## src/rtl/sc_core_pkg.sv

```systemverilog
package sc_core_pkg;
   localparam logic [5:0] OP_RTYPE = 6'b000000;
   localparam logic [5:0] OP_LOADW = 6'b100011;
   localparam logic [5:0] OP_STORW = 6'b101011;
   localparam logic [5:0] OP_BREQ  = 6'b000100;
   localparam logic [5:0] OP_ADDI  = 6'b001000;
   localparam logic [5:0] OP_JUMP  = 6'b000010;

   localparam logic [5:0] FN_ADD = 6'b100000;
   localparam logic [5:0] FN_SUB = 6'b100010;
   localparam logic [5:0] FN_AND = 6'b100100;
   localparam logic [5:0] FN_OR  = 6'b100101;
   localparam logic [5:0] FN_SLT = 6'b101010;

   // bit 2: invert B with carry-in; bits 1:0: operation select
   typedef enum logic [2:0] {
      ALU_AND  = 3'b000,
      ALU_OR   = 3'b001,
      ALU_ADD  = 3'b010,
      ALU_ANDN = 3'b100,
      ALU_ORN  = 3'b101,
      ALU_SUB  = 3'b110,
      ALU_LTU  = 3'b111
   } alu_op_e;

   typedef enum logic [1:0] {
      AC_ADD   = 2'b00,
      AC_SUB   = 2'b01,
      AC_FUNCT = 2'b10
   } alu_class_e;

   typedef struct packed {
      logic       reg_we;
      logic       dst_rd;
      logic       b_imm;
      logic       branch;
      logic       mem_we;
      logic       load;
      logic       jump;
      alu_class_e aclass;
   } ctrl_t;
endpackage

```

## src/rtl/sc_core_regs.sv

```systemverilog
module sc_core_regs #(
   parameter int DW    = 32,
   parameter int DEPTH = 32
) (
   input  logic                     clk,
   input  logic                     we,
   input  logic [$clog2(DEPTH)-1:0] wa,
   input  logic [DW-1:0]            wd,
   input  logic [$clog2(DEPTH)-1:0] ra1,
   input  logic [$clog2(DEPTH)-1:0] ra2,
   output logic [DW-1:0]            rd1,
   output logic [DW-1:0]            rd2
);
   localparam int AW = $clog2(DEPTH);

   generate
      if (DEPTH < 2 || (1 << AW) != DEPTH) begin : g_bad_depth
         $error("sc_core_regs: DEPTH must be a power of two >= 2");
      end
   endgenerate

   logic [DW-1:0] rows [DEPTH];

   always_ff @(posedge clk) begin
      if (we && wa != '0) rows[wa] <= wd;
   end

   assign rd1 = (ra1 == '0) ? '0 : rows[ra1];
   assign rd2 = (ra2 == '0) ? '0 : rows[ra2];
endmodule

```

## src/rtl/sc_core_alu.sv

```systemverilog
module sc_core_alu
   import sc_core_pkg::*;
#(
   parameter int DW = 32
) (
   input  logic [DW-1:0] a,
   input  logic [DW-1:0] b,
   input  alu_op_e       op,
   output logic [DW-1:0] y,
   output logic          zero
);
   logic [DW-1:0] b_sel;
   logic [DW:0]   sum;
   logic          below;

   assign b_sel = op[2] ? ~b : b;
   assign sum   = {1'b0, a} + {1'b0, b_sel} + {{DW{1'b0}}, op[2]};
   // unsigned below: no carry out and nonzero difference
   assign below = ~sum[DW] & (sum[DW-1:0] != '0);

   always_comb begin
      unique case (op[1:0])
         2'b00:   y = a & b_sel;
         2'b01:   y = a | b_sel;
         2'b10:   y = sum[DW-1:0];
         default: y = {{(DW-1){1'b0}}, below};
      endcase
   end

   assign zero = (y == '0);
endmodule

```

## src/rtl/sc_core_decode.sv

```systemverilog
module sc_core_decode
   import sc_core_pkg::*;
(
   input  logic [5:0] opcode,
   input  logic [5:0] funct,
   output ctrl_t      ctl,
   output alu_op_e    alu_op
);
   ctrl_t raw;
   logic  fn_ok;

   always_comb begin
      raw = '0;
      unique case (opcode)
         OP_RTYPE: begin raw.reg_we = 1'b1; raw.dst_rd = 1'b1; raw.aclass = AC_FUNCT; end
         OP_LOADW: begin raw.reg_we = 1'b1; raw.b_imm = 1'b1; raw.load = 1'b1; end
         OP_STORW: begin raw.b_imm = 1'b1; raw.mem_we = 1'b1; end
         OP_BREQ:  begin raw.branch = 1'b1; raw.aclass = AC_SUB; end
         OP_ADDI:  begin raw.reg_we = 1'b1; raw.b_imm = 1'b1; end
         OP_JUMP:  raw.jump = 1'b1;
         default:  raw = '0;
      endcase
   end

   always_comb begin
      fn_ok  = 1'b1;
      alu_op = ALU_ADD;
      unique case (raw.aclass)
         AC_ADD: alu_op = ALU_ADD;
         AC_SUB: alu_op = ALU_SUB;
         default: begin
            unique case (funct)
               FN_ADD:  alu_op = ALU_ADD;
               FN_SUB:  alu_op = ALU_SUB;
               FN_AND:  alu_op = ALU_AND;
               FN_OR:   alu_op = ALU_OR;
               FN_SLT:  alu_op = ALU_LTU;
               default: fn_ok  = 1'b0;
            endcase
         end
      endcase
   end

   always_comb begin
      ctl        = raw;
      ctl.reg_we = raw.reg_we & fn_ok;
   end
endmodule

```

## src/rtl/sc_core.sv

```systemverilog
module sc_core
   import sc_core_pkg::*;
#(
   parameter int          REG_COUNT = 32,
   parameter logic [31:0] RESET_PC  = 32'h0
) (
   input  logic        clk,
   input  logic        rst,
   output logic [31:0] imem_addr,
   input  logic [31:0] imem_word,
   output logic [31:0] dmem_addr,
   output logic [31:0] dmem_wdata,
   output logic        dmem_we,
   input  logic [31:0] dmem_rdata
);
   localparam int DW = 32;
   localparam int AW = $clog2(REG_COUNT);

   generate
      if (AW > 5 || AW < 1) begin : g_bad_regs
         $error("sc_core: REG_COUNT must be between 2 and 32");
      end
      if (RESET_PC[1:0] != 2'b00) begin : g_bad_pc
         $error("sc_core: RESET_PC must be word aligned");
      end
   endgenerate

   logic [DW-1:0] pc, pc_p4, pc_br, pc_jt, pc_nx;
   logic [DW-1:0] imm_x, rs_v, rt_v, b_v, alu_y, wb_v;
   logic [AW-1:0] wa;
   logic          alu_z;
   ctrl_t         ctl;
   alu_op_e       aop;

   sc_core_decode u_dec (
      .opcode (imem_word[31:26]),
      .funct  (imem_word[5:0]),
      .ctl    (ctl),
      .alu_op (aop)
   );

   assign wa = ctl.dst_rd ? imem_word[11 +: AW] : imem_word[16 +: AW];

   sc_core_regs #(.DW(DW), .DEPTH(REG_COUNT)) u_rf (
      .clk (clk),
      .we  (ctl.reg_we),
      .wa  (wa),
      .wd  (wb_v),
      .ra1 (imem_word[21 +: AW]),
      .ra2 (imem_word[16 +: AW]),
      .rd1 (rs_v),
      .rd2 (rt_v)
   );

   assign imm_x = {{(DW-16){imem_word[15]}}, imem_word[15:0]};
   assign b_v   = ctl.b_imm ? imm_x : rt_v;

   sc_core_alu #(.DW(DW)) u_alu (
      .a    (rs_v),
      .b    (b_v),
      .op   (aop),
      .y    (alu_y),
      .zero (alu_z)
   );

   assign wb_v  = ctl.load ? dmem_rdata : alu_y;

   assign pc_p4 = pc + 32'd4;
   assign pc_br = pc_p4 + {imm_x[DW-3:0], 2'b00};
   assign pc_jt = {pc_p4[31:28], imem_word[25:0], 2'b00};

   always_comb begin
      if (ctl.jump)                pc_nx = pc_jt;
      else if (ctl.branch && alu_z) pc_nx = pc_br;
      else                         pc_nx = pc_p4;
   end

   always_ff @(posedge clk) begin
      if (rst) pc <= RESET_PC;
      else     pc <= pc_nx;
   end

   assign imem_addr  = pc;
   assign dmem_addr  = alu_y;
   assign dmem_wdata = rt_v;
   assign dmem_we    = ctl.mem_we;
endmodule

```

## config.mk

```make
export PLATFORM = sky130hd
export DESIGN_NAME = sc_core
export DESIGN_NICKNAME = d
export VERILOG_FILES = /design/src/rtl/sc_core_pkg.sv /design/src/rtl/sc_core_regs.sv /design/src/rtl/sc_core_alu.sv /design/src/rtl/sc_core_decode.sv /design/src/rtl/sc_core.sv
export SDC_FILE = /design/constraint.sdc
export NUM_CORES = 2
export LEC_CHECK = 0
export CORE_MARGIN = 10
export CORE_UTILIZATION = 50
export CTS_BUF_LIST = sky130_fd_sc_hd__clkbuf_16
export DETAILED_ROUTE_END_ITERATION = 10
export PLACE_DENSITY = 0.71
export REMOVE_ABC_BUFFERS = 1
export SLEW_MARGIN = 10
export SYNTH_ARGS = -nofsm -noshare
export SYNTH_HDL_FRONTEND = slang
export SYNTH_HIERARCHICAL = 1
export SYNTH_SLANG_ARGS = --single-unit
export TNS_END_PERCENT = 5
```

## constraint.sdc

```tcl
create_clock -name clk -period 9.91 [get_ports clk]
set_input_delay 1.982 -clock clk [delete_from_list [all_inputs] [get_ports clk]]
set_output_delay 1.982 -clock clk [all_outputs]
set_load 0.02 [all_outputs]
```

==> flow_summary.json <==
{
  "grt_usage_pct": 30.18,
  "grt_max_degree": 67,
  "relSlewSlack_pct": 25.75,
  "die_width_um": 356.2,
  "cts_tree": "yes",
  "arrival_ps": 7700,
  "syn_inst": 3779,
  "finalHoldViolations": 0,
  "setup-tns-final_ps": 0,
  "grt_pass1_vias": 39010,
  "die_h_um": 356.2,
  "yosys_warnings": 6,
  "antenna_found_initial": 6,
  "root_buffer": "clkbuf_16",
  "numCtsBuffers": 108,
  "finalCriticalPeriod_ps": 9687,
  "final_common_cell": "edfxtp_1",
  "place_congestion": 1.009,
  "num_vias": 39880,
  "clkSlewWorstSetupHoldPaths_ps": 60,
  "clockBufferDepth": 3,
  "ir_drop_uv": 250.5,
  "max_freq_mhz": 103.2,
  "final_nets": 4289,
  "drv_slew": 0,
  "core_um2": 112300,
  "whs_ps": 659.6,
  "syn_to_final_growth_pct": 16.08,
  "reg2reg_from": "u_rf/rows[24][8]$_DFFE_PP_",
  "place_ws_ps": 85.99,
  "fp.dieArea_um2": 126800,
  "r2r_setup_slack_ps": 2710,
  "reg2reg_depth": 29,
  "cts_resized": 0,
  "initial_core_util_pct": 50.29,
  "timing.final.crit_share_pct": 97.75,
  "setup_viol": 0,
  "syn-cell-area_um2": 56500,
  "crit_start": "imem_word[16]",
  "drc_errors": 0,
  "fin_skew_ps": 45.01,
  "viasPerCell": 6.980,
  "worst_pin_slew_ps": 1102,
  "holdCritPathClass": "register to register",
  "r2r_end": "imem_addr[31]$_SDFF_PP0_",
  "rsz0062_at_grt": "false",
  "drt-pass1-iter-count": 6,
  "postSynthAreaPerCell_um2": 14.95,
  "port_buffers": 160,
  "crit_path_start_kind": "input pin",
  "p_leak_nw": 23.03,
  "ant_nets": 0,
  "critPathMaxFanout": 18,
  "grt_pass1_wl_mm": 278.1,
  "grt-ovfl-total": 0,
  "endpoint": "dmem_addr[31]",
  "finalWorstSetupSlack_ps": 223.2,
  "final_cell_mix": "edfxtp_1, mux2i_1, mux4_2, buf_4, nand2_1",
  "crit_type": "input pin to primary output",
  "dp_hpwl_mm": 123.4,
  "routed_wl_mm": 196.4,
  "status": "complete, no violations",
  "drive_above_1_share_pct": 24.72,
  "endpoint_kind": "primary output",
  "row_count": 123,
  "postCtsSetupBuffers": 0,
  "place_inst": 5510,
  "cts.sink_count": 1054,
  "htree_levels": 3,
  "maxCapViolCount": 0,
  "ioPinCount": 163,
  "hold_buffers": 0,
  "routedWlPerCell_um": 34.37,
  "p_per_area_nw_per_um2": 194.0,
  "fin_total_pwr_mw": 12.72,
  "clk_latency_ps": 740,
  "finalNonFillerCells": 5713,
  "drt_iter0_drc": 6345,
  "required_ps": 7930
}
## per-layer routing
metal	vias to the layer above	track usage (%)	wire length (µm)
met5	-	0	34
met4	6	13.95	10360
met3	617	9.394	25780
met2	3106	45.60	86930
met1	20050	39.78	73240
li1	16100	-	-
## through the flow
stage          cell area (µm²)  util [%]
5_1_grt                  65580     58.37
3_3_place_gp             61900     55.10
4_1_cts                  65520     58.32
3_5_place_dp             61920     55.11
6_report                 65580     58.38
2_1_floorplan            55170         -
## final cells by class
type                    count  area [µm²]
well taps                1500        1877
clock inverters            93       903.4
flip-flops and latches   1054       31350
inverters                 115       432.9
fillers                  8518       46760
multi-input cells        2362       23760
clock buffers             108        2703
repair buffers            479        4547
diodes                      2       5.005
## worst min-delay path by stage
stage | from | cells past startpoint | endpoint | slack (ps)
global placement | imem_addr[28]$_SDFF_PP0_ | 3 | imem_addr[28]$_SDFF_PP0_ | 650
global route | imem_addr[16]$_SDFF_PP0_ | 3 | imem_addr[16]$_SDFF_PP0_ | 720
floorplan | imem_addr[28]$_SDFF_PP0_ | 3 | imem_addr[28]$_SDFF_PP0_ | 700
CTS | imem_addr[28]$_SDFF_PP0_ | 3 | imem_addr[28]$_SDFF_PP0_ | 670
finish | imem_addr[28]$_SDFF_PP0_ | 3 | imem_addr[28]$_SDFF_PP0_ | 660
detailed placement | imem_addr[28]$_SDFF_PP0_ | 3 | imem_addr[28]$_SDFF_PP0_ | 650
## worst max-delay path: stages
cell             delay, ps
buf_8                  180
buf_12                 230
mux4_1                 570
mux2_2                 290
a221oi_1               370
a211oi_1               130
buf_4                  170
mux2_2                 260
xor2_1                 200
inv_1                   70
ha_2                   410
and4_4                 270
and4_4                 230
a22oi_1                 80
a21oi_1                300
o21ai_1                150
or3_1                  370
buf_4                  140
a31oi_1                140
o21ai_0                130
o21ai_0                270
clkdlybuf4s50_1        730
## registers in the layout (all words and copies together), names as in the netlist
signal	cells
u_rf/rows	1024
imem_addr	30
## power breakdown
part / leakage [nW] / internal, mW / total, mW / switching [mW]
Combinational: 11.7 / 0.989 / 2.91 / 1.92
Clock: 1.80 / 2.38 / 4.15 / 1.77
Sequential: 9.48 / 5.63 / 5.66 / 0.0273
Total: 23.0 / 9.00 / 12.7 / 3.72
No activity file was read; power rests on OpenSTA's default activity.
